==> src/rtl/sdram_cmd_pkg.sv <==
package sdram_cmd_pkg;

  typedef enum logic [2:0] {
    MODE_NORMAL = 3'd0,
    MODE_CKE_ON = 3'd1,
    MODE_PALL   = 3'd2,
    MODE_AREF   = 3'd3,
    MODE_LMR    = 3'd4,
    MODE_SELF   = 3'd5,
    MODE_PDOWN  = 3'd6,
    MODE_RSVD   = 3'd7
  } cmdMode_e;

  typedef enum logic [1:0] {
    ST_IDLE  = 2'd0,
    ST_ISSUE = 2'd1,
    ST_WAIT  = 2'd2
  } engState_e;

  // Strobes from the control FSM to the datapath.
  typedef struct packed {
    logic accept;     // software command taken this cycle
    logic autoStart;  // timer refresh started this cycle
    logic issue;      // command cycle on the pins
  } ctrlStb_t;

endpackage

==> src/rtl/sdram_cmd_dp.sv <==
module sdram_cmd_dp
  import sdram_cmd_pkg::*;
#(
  parameter int ADDR_W = 13,
  parameter int TF_W   = 4,
  parameter int RCNT_W = 4,
  parameter int RFSH_W = 13,
  parameter int BA_W   = 2,
  localparam int PAY_LSB = 5 + RCNT_W,
  localparam int CMD_W   = PAY_LSB + ADDR_W,
  localparam int NFLD    = 6,
  localparam int TIM_W   = NFLD * TF_W
) (
  input  logic              clk,
  input  logic              rst_n,
  input  logic [CMD_W-1:0]  cmdWord,
  input  logic              timWrEn,
  input  logic [TIM_W-1:0]  timWord,
  input  logic              rfshWrEn,
  input  logic [RFSH_W:1]   rfshWord,
  input  ctrlStb_t          stb,
  output cmdMode_e          reqMode,
  output logic [RCNT_W-1:0] reqCount,
  output logic              refreshDue,
  output logic              issueWait,
  output logic [TF_W-1:0]   issueDelay,
  output logic              sdCke,
  output logic [1:0]        sdCsN,
  output logic              sdRasN,
  output logic              sdCasN,
  output logic              sdWeN,
  output logic [ADDR_W-1:0] sdAddr,
  output logic [BA_W-1:0]   sdBa
);

  localparam int F_MRD  = 0;
  localparam int F_XSR  = 1;
  localparam int F_RAS  = 2;
  localparam int F_RC   = 3;
  localparam int F_WR   = 4;
  localparam int F_RP   = 5;
  localparam int AP_BIT = 10;

  logic [1:0] reqTgt;
  assign reqMode  = cmdMode_e'(cmdWord[2:0]);
  assign reqCount = cmdWord[5 +: RCNT_W];
  assign reqTgt   = {cmdWord[3], cmdWord[4]};

  // Latched command
  cmdMode_e          curMode;
  logic [1:0]        curTgt;
  logic [ADDR_W-1:0] curPay;
  logic              curXsr;

  // Device state
  logic       ckeReg, selfReg, normReg;
  logic [1:0] initMask;

  always_ff @(posedge clk or negedge rst_n) begin
    if (!rst_n) begin
      curMode  <= MODE_NORMAL;
      curTgt   <= '0;
      curPay   <= '0;
      curXsr   <= 1'b0;
      ckeReg   <= 1'b0;
      selfReg  <= 1'b0;
      normReg  <= 1'b0;
      initMask <= '0;
    end else if (stb.accept) begin
      curMode <= reqMode;
      curTgt  <= reqTgt;
      curPay  <= cmdWord[PAY_LSB +: ADDR_W];
      curXsr  <= selfReg && (reqMode == MODE_NORMAL || reqMode == MODE_CKE_ON);
      normReg <= (reqMode == MODE_NORMAL);
      case (reqMode)
        MODE_NORMAL, MODE_CKE_ON: begin ckeReg <= 1'b1; selfReg <= 1'b0; end
        MODE_SELF:                begin ckeReg <= 1'b0; selfReg <= 1'b1; end
        MODE_PDOWN:               ckeReg <= 1'b0;
        MODE_LMR:                 initMask <= initMask | reqTgt;
        default: ;
      endcase
    end else if (stb.autoStart) begin
      curMode <= MODE_AREF;
      curTgt  <= initMask;
      curPay  <= '0;
      curXsr  <= 1'b0;
    end
  end

  // Timing fields
  logic [TIM_W-1:0] timReg;
  logic [TF_W-1:0]  fld [NFLD];

  always_ff @(posedge clk or negedge rst_n) begin
    if (!rst_n)       timReg <= '0;
    else if (timWrEn) timReg <= timWord;
  end

  for (genvar g = 0; g < NFLD; g++) begin : g_fld
    assign fld[g] = timReg[g*TF_W +: TF_W];
  end

  logic [TF_W-1:0] pallDelay;
  assign pallDelay = (fld[F_RP] > fld[F_WR]) ? fld[F_RP] : fld[F_WR];

  always_comb begin
    issueWait  = 1'b0;
    issueDelay = '0;
    case (curMode)
      MODE_PALL:   begin issueWait = 1'b1; issueDelay = pallDelay;  end
      MODE_AREF:   begin issueWait = 1'b1; issueDelay = fld[F_RC];  end
      MODE_LMR:    begin issueWait = 1'b1; issueDelay = fld[F_MRD]; end
      MODE_SELF:   begin issueWait = 1'b1; issueDelay = fld[F_RAS]; end
      MODE_NORMAL,
      MODE_CKE_ON: begin issueWait = curXsr; issueDelay = fld[F_XSR]; end
      default: ;
    endcase
  end

  // Refresh timer
  logic [RFSH_W-1:0] rfshPer, rfshCnt;
  logic              running, expire, duePend;

  assign running = normReg && (rfshPer != '0);
  assign expire  = running && (rfshCnt == '0) && !rfshWrEn;

  always_ff @(posedge clk or negedge rst_n) begin
    if (!rst_n) begin
      rfshPer <= '0;
      rfshCnt <= '0;
      duePend <= 1'b0;
    end else begin
      if (rfshWrEn) begin
        rfshPer <= rfshWord;
        rfshCnt <= rfshWord;
      end else if (running) begin
        if (rfshCnt == '0) rfshCnt <= rfshPer;
        else               rfshCnt <= rfshCnt - 1'b1;
      end
      duePend <= (duePend && !stb.autoStart) || (expire && (initMask != '0));
    end
  end

  assign refreshDue = duePend;

  // Pin decode
  logic pinCmd;
  assign pinCmd = stb.issue && (curMode == MODE_PALL || curMode == MODE_AREF ||
                                curMode == MODE_LMR  || curMode == MODE_SELF);

  assign sdCke  = ckeReg;
  assign sdCsN  = pinCmd ? ~curTgt : 2'b11;
  assign sdRasN = !pinCmd;
  assign sdCasN = !(pinCmd && curMode != MODE_PALL);
  assign sdWeN  = !(pinCmd && (curMode == MODE_PALL || curMode == MODE_LMR));
  assign sdBa   = '0;

  always_comb begin
    sdAddr = '0;
    if (pinCmd && curMode == MODE_PALL) sdAddr[AP_BIT] = 1'b1;
    else if (pinCmd && curMode == MODE_LMR) sdAddr = curPay;
  end

  // a chip select is low only in an issue cycle
  a_r3_cs_only_on_issue: assert property (@(posedge clk) disable iff (!rst_n)
    (sdCsN != 2'b11) |-> stb.issue);

  // entering self-refresh or power-down lowers the clock enable
  a_r7_cke_drop: assert property (@(posedge clk) disable iff (!rst_n)
    (stb.accept && (reqMode == MODE_SELF || reqMode == MODE_PDOWN)) |=> !sdCke);

  // a timed refresh is only requested once a bank is initialised
  a_r11_due_needs_bank: assert property (@(posedge clk) disable iff (!rst_n)
    $rose(refreshDue) |-> (initMask != '0));

endmodule

==> src/rtl/sdram_cmd_ctrl.sv <==
module sdram_cmd_ctrl
  import sdram_cmd_pkg::*;
#(
  parameter int TF_W   = 4,
  parameter int RCNT_W = 4
) (
  input  logic              clk,
  input  logic              rst_n,
  input  logic              cmdWrEn,
  input  cmdMode_e          reqMode,
  input  logic [RCNT_W-1:0] reqCount,
  input  logic              refreshDue,
  input  logic              issueWait,
  input  logic [TF_W-1:0]   issueDelay,
  output ctrlStb_t          stb,
  output logic              busy
);

  engState_e         state;
  logic [TF_W-1:0]   waitCnt;
  logic [RCNT_W-1:0] rptCnt;
  logic              accept, autoStart;

  assign accept    = (state == ST_IDLE) && cmdWrEn && (reqMode != MODE_RSVD);
  assign autoStart = (state == ST_IDLE) && !accept && refreshDue;

  always_ff @(posedge clk or negedge rst_n) begin
    if (!rst_n) begin
      state   <= ST_IDLE;
      waitCnt <= '0;
      rptCnt  <= '0;
    end else begin
      case (state)
        ST_IDLE: begin
          if (accept) begin
            state  <= ST_ISSUE;
            rptCnt <= (reqMode == MODE_AREF) ? reqCount : '0;
          end else if (autoStart) begin
            state  <= ST_ISSUE;
            rptCnt <= '0;
          end
        end
        ST_ISSUE: begin
          if (issueWait) begin
            state   <= ST_WAIT;
            waitCnt <= issueDelay;
          end else begin
            state <= ST_IDLE;
          end
        end
        ST_WAIT: begin
          if (waitCnt == '0) begin
            if (rptCnt != '0) begin
              state  <= ST_ISSUE;
              rptCnt <= rptCnt - 1'b1;
            end else begin
              state <= ST_IDLE;
            end
          end else begin
            waitCnt <= waitCnt - 1'b1;
          end
        end
        default: state <= ST_IDLE;
      endcase
    end
  end

  assign busy          = (state != ST_IDLE);
  assign stb.accept    = accept;
  assign stb.autoStart = autoStart;
  assign stb.issue     = (state == ST_ISSUE);

  // an accepted command makes busy visible on the next cycle
  a_r9_busy_after_accept: assert property (@(posedge clk) disable iff (!rst_n)
    stb.accept |=> busy);

  // the reserved code leaves the engine idle
  a_r2_reserved_ignored: assert property (@(posedge clk) disable iff (!rst_n)
    (state == ST_IDLE && cmdWrEn && reqMode == MODE_RSVD && !refreshDue) |=> !busy);

  // a due refresh is held while the engine is busy
  a_r12_due_held: assert property (@(posedge clk) disable iff (!rst_n)
    (busy && refreshDue) |=> refreshDue);

endmodule

==> src/rtl/sdram_cmd_issuer.sv <==
module sdram_cmd_issuer
  import sdram_cmd_pkg::*;
#(
  parameter int ADDR_W = 13,
  parameter int TF_W   = 4,
  parameter int RCNT_W = 4,
  parameter int RFSH_W = 13,
  parameter int BA_W   = 2,
  localparam int CMD_W = 5 + RCNT_W + ADDR_W,
  localparam int TIM_W = 6 * TF_W
) (
  input  logic              clk,
  input  logic              rst_n,
  input  logic              cmdWrEn,
  input  logic [CMD_W-1:0]  cmdWord,
  input  logic              timWrEn,
  input  logic [TIM_W-1:0]  timWord,
  input  logic              rfshWrEn,
  input  logic [RFSH_W:1]   rfshWord,
  output logic              busy,
  output logic              sdCke,
  output logic [1:0]        sdCsN,
  output logic              sdRasN,
  output logic              sdCasN,
  output logic              sdWeN,
  output logic [ADDR_W-1:0] sdAddr,
  output logic [BA_W-1:0]   sdBa
);

  ctrlStb_t          stb;
  cmdMode_e          reqMode;
  logic [RCNT_W-1:0] reqCount;
  logic              refreshDue, issueWait;
  logic [TF_W-1:0]   issueDelay;

  sdram_cmd_ctrl #(.TF_W(TF_W), .RCNT_W(RCNT_W)) u_ctrl (
    .clk(clk), .rst_n(rst_n), .cmdWrEn(cmdWrEn), .reqMode(reqMode),
    .reqCount(reqCount), .refreshDue(refreshDue), .issueWait(issueWait),
    .issueDelay(issueDelay), .stb(stb), .busy(busy)
  );

  sdram_cmd_dp #(.ADDR_W(ADDR_W), .TF_W(TF_W), .RCNT_W(RCNT_W),
                 .RFSH_W(RFSH_W), .BA_W(BA_W)) u_dp (
    .clk(clk), .rst_n(rst_n), .cmdWord(cmdWord), .timWrEn(timWrEn),
    .timWord(timWord), .rfshWrEn(rfshWrEn), .rfshWord(rfshWord), .stb(stb),
    .reqMode(reqMode), .reqCount(reqCount), .refreshDue(refreshDue),
    .issueWait(issueWait), .issueDelay(issueDelay), .sdCke(sdCke),
    .sdCsN(sdCsN), .sdRasN(sdRasN), .sdCasN(sdCasN), .sdWeN(sdWeN),
    .sdAddr(sdAddr), .sdBa(sdBa)
  );

endmodule

==> config.mk <==
export PLATFORM = sky130hd
export DESIGN_NAME = sdram_cmd_issuer
export DESIGN_NICKNAME = d
export VERILOG_FILES = /design/src/rtl/sdram_cmd_pkg.sv /design/src/rtl/sdram_cmd_dp.sv /design/src/rtl/sdram_cmd_ctrl.sv /design/src/rtl/sdram_cmd_issuer.sv
export SDC_FILE = /design/constraint.sdc
export NUM_CORES = 1
export LEC_CHECK = 0
export ABC_AREA = 1
export BUFFER_PORTS_ARGS = -buffer_cell sky130_fd_sc_hd__clkbuf_2
export CORE_MARGIN = 2
export CORE_UTILIZATION = 43
export DETAILED_ROUTE_END_ITERATION = 12
export MAX_ROUTING_LAYER = met4
export SLEW_MARGIN = 30
export SYNTH_ARGS = -nofsm -noshare
export SYNTH_HDL_FRONTEND = slang
export SYNTH_SLANG_ARGS = --single-unit
export TNS_END_PERCENT = 100
==> constraint.sdc <==
create_clock -name clk -period 3.79 [get_ports clk]
set_clock_uncertainty 0.15 [all_clocks]
set_input_delay 0.5685 -clock clk [delete_from_list [all_inputs] [get_ports clk]]
set_output_delay 0.5685 -clock clk [all_outputs]
set_load 0.02 [all_outputs]
==> results of run 1 <==
## report_power, final
| part | internal, mW | switching (mW) | total [mW] |
|---|---|---|---|
| logic | 0.446 | 0.802 | 1.25 |
| clock network | 0.236 | 0.338 | 0.573 |
| registers | 1.15 | 0.157 | 1.31 |
| total | 1.83 | 1.30 | 3.13 |
## area by class of cell
class | count | area share
flip-flops and latches | 85 | 0.411
clock buffers | 10 | 0.0247
clock inverters | 5 | 0.00750
multi-input cells | 388 | 0.371
inverters | 96 | 0.0696
well taps | 136 | 0.0329
repair buffers | 84 | 0.0829
## metal layers
metal / up-vias / global-route usage
met4: 0 / 0.0827
met5: - / -
li1: 2003 / -
met3: 19 / 0.0288
met1: 1792 / 0.258
met2: 98 / 0.318
## path summary, 6_finish.rpt
kind | endpoint | slack, ps | cells past startpoint
max in group asynchronous | u_dp.timReg[19] | 2750 | 2
max reg2reg | u_ctrl.rptCnt[2] | 1690 | 8
max | sdAddr[10] | 990 | 5
min in group clk | u_dp.timReg[2] | 260 | 3
min reg2reg | u_dp.initMask[1] | 340 | 2
min | u_dp.curPay[7] | 80 | 1
## synthesized netlist by cell type
cell type	count	area, um2
a21oi_1	18	90.1
a21oi_2	1	8.76
a31oi_1	3	18.8
buf_2	7	35.0
buf_4	2	15.0
buf_6	1	11.3
clkbuf_1	8	30.0
conb_1	1	3.75
dfrtp_1	85	2130
ha_1	11	138
inv_1	89	334
inv_2	7	26.3
nand2_1	146	548
nand2_2	5	31.3
nand3_1	28	140
nand3_2	1	10.0
nand3_4	1	17.5
nand4_1	3	18.8
nor2_1	49	184
nor2_2	5	31.3
nor2_4	1	11.3
nor3_1	2	10.0
nor3_2	1	10.0
nor4_2	1	12.5
o211ai_1	2	15.0
o211ai_2	1	12.5
o21ai_0	60	300
o21ai_1	23	115
o21ai_2	2	17.5
o21bai_2	1	11.3
o22a_1	1	8.76
o22ai_1	8	50.1
o31ai_2	1	12.5
or2_2	2	12.5
xnor2_1	4	35.0
xor2_1	5	43.8
## layout by cell type (no fill, tap or decap), types with 5 or more instances in the layout
| master | count |
|---|---|
| a21oi_1 | 18 |
| clkbuf_2 | 82 |
| clkbuf_8 | 9 |
| dfrtp_1 | 85 |
| ha_1 | 11 |
| inv_1 | 89 |
| inv_2 | 7 |
| nand2_1 | 146 |
| nand2_2 | 5 |
| nand3_1 | 28 |
| nor2_1 | 49 |
| nor2_2 | 5 |
| o21ai_0 | 60 |
| o21ai_1 | 23 |
| o22ai_1 | 8 |
| xor2_1 | 5 |
## kinds of logic after synthesis
| kind of cell | Yosys count | synth area share |
|---|---|---|
| AOI/OAI and AO/OA | 121 | 0.147 |
| xor gates and xnor gates | 9 | 0.0175 |
| adders and majority gates | 11 | 0.0306 |
| buffers and inverters | 114 | 0.100 |
| DFF | 85 | 0.473 |
| other | 1 | 0.000834 |
| and+or+nand+nor | 245 | 0.231 |
## critical path: stages, from the launching register on
cell	delay (ps)
dfrtp_1	410
inv_1	110
ha_1	230
nand3_1	470
o21ai_0	320
clkbuf_2	200
## flip-flops by register name, indices dropped and copies added, names as in the netlist
| register | cells |
|---|---|
| u_dp.normReg | 1 |
| u_ctrl.waitCnt | 4 |
| u_ctrl.state | 2 |
| u_dp.sdCke | 1 |
| u_dp.initMask | 2 |
| u_dp.curXsr | 1 |
| u_dp.selfReg | 1 |
| u_dp.rfshPer | 13 |
| u_dp.rfshCnt | 13 |
| u_dp.refreshDue | 1 |
| u_dp.curPay | 13 |
| u_dp.timReg | 24 |
| u_ctrl.rptCnt | 4 |
| u_dp.curMode | 3 |
| u_dp.curTgt | 2 |
==> flow_metrics.py, run 1 <==
metrics = {
    "outcome": {
        "run_status": "completed",
    },
    "place": {
        "port_buffers": 83,
        "dp_slack_ps": 1360,
        "place_area_um2": 5000,
        "placed_cells": 789,
        "hpwl_um": 7620,
        "gp_congestion": 0.862,
    },
    "drt": {
        "final_antenna_net_count": 0,
        "top_layer": "met4",
        "wl_um": 10300,
        "drt_first_iter_violations": 193,
        "via_count": 3912,
        "dr_wl_met2_um": 4910,
        "met3WireLength_um": 424,
        "drt-met1-wl_um": 4780,
        "first_pass_iters": 5,
        "wire_per_inst_um": 12.8,
        "vias_per_cell": 4.87,
        "drc": 0,
    },
    "layout": {
        "syn2layout_area_growth_pct": 15.1,
        "final_area_um2": 5170,
        "post-route-util": 0.506,
        "n_antenna_cell": 0,
        "multi_input_area_um2": 1920,
        "final_cells": 804,
        "seqCellArea_um2": 2130,
        "final_nets": 739,
        "layout-drive-gt1-share": 0.192,
        "fill_cells": 1035,
    },
    "grt": {
        "gr-total-overflow": 0,
        "first_global_vias": 3849,
        "grt_pass1_wl_um": 17500,
        "antenna_found_initial": 0,
        "grt_max_degree": 73,
        "track_usage": 0.200,
    },
    "clock_network": {
        "clock_sinks": 85,
        "postCtsSetupBuffers": 0,
        "cts_buffer_depth": 2,
        "cts_resized": 0,
        "cts_max_level": 3,
        "clk_latency_ps": 360,
        "path_clk_slew_ps": 90,
        "cts_tree": "yes",
        "numCtsBuffers": 9,
        "holdBufCountCts": 0,
        "cts-root-buf": "clkbuf_8",
    },
    "die": {
        "dieWidth_um": 106,
        "fp.dieH_um": 106,
        "core_um2": 10200,
        "die-area_um2": 11300,
        "ioPinCount": 86,
        "rows": 37,
        "start_util": 0.440,
    },
    "sta": {
        "setup_slack_ps": 986,
        "slew_violations": 0,
        "hold_violations": 0,
        "max-slew-margin-rel": 0.505,
        "setup_viol": 0,
        "timing.fmax_mhz": 357,
        "tns_ps": 0,
        "tightest_slew_ps": 743,
        "rsz0062_at_grt": "no",
        "holdWs_ps": 76.4,
        "finalCritPeriodShare": 0.740,
        "min_period_ps": 2800,
    },
    "flow_run": {
        "max-cap-violations": 0,
    },
    "critical_path": {
        "critPathLaunch": "u_ctrl.state[1]",
        "crit_required_ps": 3070,
        "rr_startpoint": "u_ctrl.state[0]",
        "arrival_ps": 2090,
        "critPathKind": "reg -> out",
        "crit_fanout": 14,
        "critPathLaunchType": "flip-flop",
        "end_kind": "primary output",
    },
    "logic_synthesis": {
        "ys_types": 36,
        "syn_area_um2": 4500,
        "ys_seq_area_frac": 0.473,
        "syn_inst": 586,
        "ys.warnings.count": 0,
        "avgSynthCellArea_um2": 7.67,
        "synth-seq-cells": 85,
    },
    "pwr": {
        "ir_drop_v": 0.000307,
        "power.leakage_nw": 2.68,
        "power_mw": 3.13,
        "power.density_nw_per_um2": 604,
    },
    "min_path": {
        "hp-class": "in -> async",
    },
}
Power figures use the tool's default switching activity.
==> run 2: changes to the inputs <==
==> constraint.sdc (replaced) <==
create_clock -name clk -period 2.7 [get_ports clk]
set_clock_uncertainty 0.15 [all_clocks]
set_input_delay 0.405 -clock clk [delete_from_list [all_inputs] [get_ports clk]]
set_output_delay 0.405 -clock clk [all_outputs]
set_load 0.02 [all_outputs]
==> flow_metrics.py, run 2 (synthesis results as in run 1) <==
metrics = {
    "die": {
        "core_um2": 10200,
        "dieWidth_um": 106,
        "rows": 37,
        "ioPinCount": 86,
        "start_util": 0.440,
        "die-area_um2": 11300,
        "fp.dieH_um": 106,
    },
    "critical_path": {
        "cp_slowest_stage_delay_ps": 410,
        "reg2reg_to": "u_ctrl.rptCnt[3]",
        "crit_required_ps": 2140,
        "path_cells": "inv_1 > ha_1 > inv_1 > nor2_1 > inv_1 > or2_2 > clkbuf_2",
        "crit_path_frequent_cell": "inv_1",
        "rr_startpoint": "u_ctrl.state[0]",
        "cpMaxStageDelayCell": "dfrtp_1",
        "end_kind": "primary output",
        "rr_worst_depth": 8,
        "critPathKind": "reg -> out",
        "arrival_ps": 1910,
        "critPathLaunchType": "flip-flop",
        "crit_fanout": 4,
        "r2r_setup_slack_ps": 710,
        "crit_buf_inv": 4,
        "cpLargestDelayFamily": "simple AND/OR/NAND/NOR gates",
    },
    "place": {
        "place_area_um2": 5030,
        "placed_cells": 791,
        "port_buffers": 83,
        "hpwl_um": 7820,
        "gp_congestion": 0.903,
        "dp_slack_ps": 646,
    },
    "pwr": {
        "power.density_nw_per_um2": 866,
        "power.leakage_nw": 2.73,
        "ir_drop_v": 0.000570,
        "power_mw": 4.55,
    },
    "clock_network": {
        "clock_sinks": 85,
        "clk_latency_ps": 370,
        "cts_max_level": 3,
        "holdBufCountCts": 1,
        "cts_tree": "yes",
        "numCtsBuffers": 9,
        "cts-root-buf": "clkbuf_8",
        "cts_resized": 0,
        "postCtsSetupBuffers": 0,
        "path_clk_slew_ps": 90,
        "cts_buffer_depth": 2,
    },
    "layout": {
        "final_area_um2": 5250,
        "largest_register_ffs": 24,
        "final_nets": 742,
        "mostFrequentLayoutCells": "146 x nand2_1, 89 x inv_1, 85 x dfrtp_1",
        "post-route-util": 0.513,
        "multi_input_area_um2": 1920,
        "seqCellArea_um2": 2130,
        "layout_commonest_cell": "nand2_1",
        "layout-drive-gt1-share": 0.196,
        "top_register": "u_dp.timReg",
        "syn2layout_area_growth_pct": 16.8,
        "final_cells": 808,
        "fill_cells": 1001,
        "n_antenna_cell": 0,
    },
    "sta": {
        "rsz0062_at_grt": "no",
        "slew_violations": 0,
        "tightest_slew_ps": 747,
        "holdWs_ps": 84.0,
        "setup_viol": 0,
        "min_period_ps": 2470,
        "timing.fmax_mhz": 405,
        "tns_ps": 0,
        "finalCritPeriodShare": 0.914,
        "setup_slack_ps": 232,
        "hold_violations": 0,
        "max-slew-margin-rel": 0.502,
    },
    "drt": {
        "vias_per_cell": 4.85,
        "via_count": 3919,
        "wl_um": 10400,
        "drt_first_iter_violations": 197,
        "drc": 0,
        "final_antenna_net_count": 0,
        "first_pass_iters": 4,
        "wire_per_inst_um": 12.8,
    },
    "grt": {
        "antenna_found_initial": 0,
        "grt_max_degree": 49,
        "use_met3": 0.0429,
        "grt_pass1_wl_um": 17700,
        "track_usage": 0.205,
        "grt.met1_usage": 0.253,
        "first_global_vias": 3865,
        "met2_usage": 0.329,
        "grt-busiest-layer": "met2",
        "gr-total-overflow": 0,
    },
    "min_path": {
        "min_from": "timWord[2]",
        "hp-class": "in -> reg",
        "hold_end": "u_dp.timReg[2]",
        "min_path_cells": 3,
    },
    "flow_run": {
        "max-cap-violations": 0,
    },
    "outcome": {
        "run_status": "completed",
    },
}
==> run 2: power breakdown <==
group	leakage (nW)	internal [mW]	switching, mW	total (mW)
clock	0.102	0.442	0.506	0.947
sequential	1.03	1.61	0.228	1.84
combinational	1.59	0.633	1.13	1.76
total	2.73	2.69	1.86	4.55
==> run 2: cell type report <==
cell class,instances,area share
flip-flops and latches,85,0.405
multi-input cells,388,0.366
repair buffers,87,0.0882
inverters,96,0.0686
well taps,136,0.0324
clock buffers,9,0.0236
clock inverters,7,0.0160
==> run 2: worst register-to-register path: stages, from the launching register on <==
cell	delay [ps]
dfrtp_1	420
inv_1	100
ha_1	320
inv_2	150
o21ai_0	240
nand2_1	90
nor2_2	280
nand2_1	80
o21ai_1	80
==> run 2: routing by layer <==
layer	up-vias	part of all wire
li1	2007	-
met1	1798	0.46
met2	95	0.49
met3	19	0.042
met4	0	0.017
met5	-	0
==> run 2: worst max path at each step <==
stage / endpoint / startpoint / depth (start not counted) / slack [ps]
6_report: sdCasN / u_ctrl.state[1] / 7 / 230
5_1_grt: sdCasN / u_ctrl.state[1] / 7 / 120
4_1_cts: sdCasN / u_ctrl.state[1] / 7 / 210
3_5_place_dp: sdCasN / u_ctrl.state[1] / 7 / 650
3_3_place_gp: sdCasN / u_ctrl.state[1] / 7 / 720
2_1_floorplan: sdCasN / u_ctrl.state[1] / 6 / 790
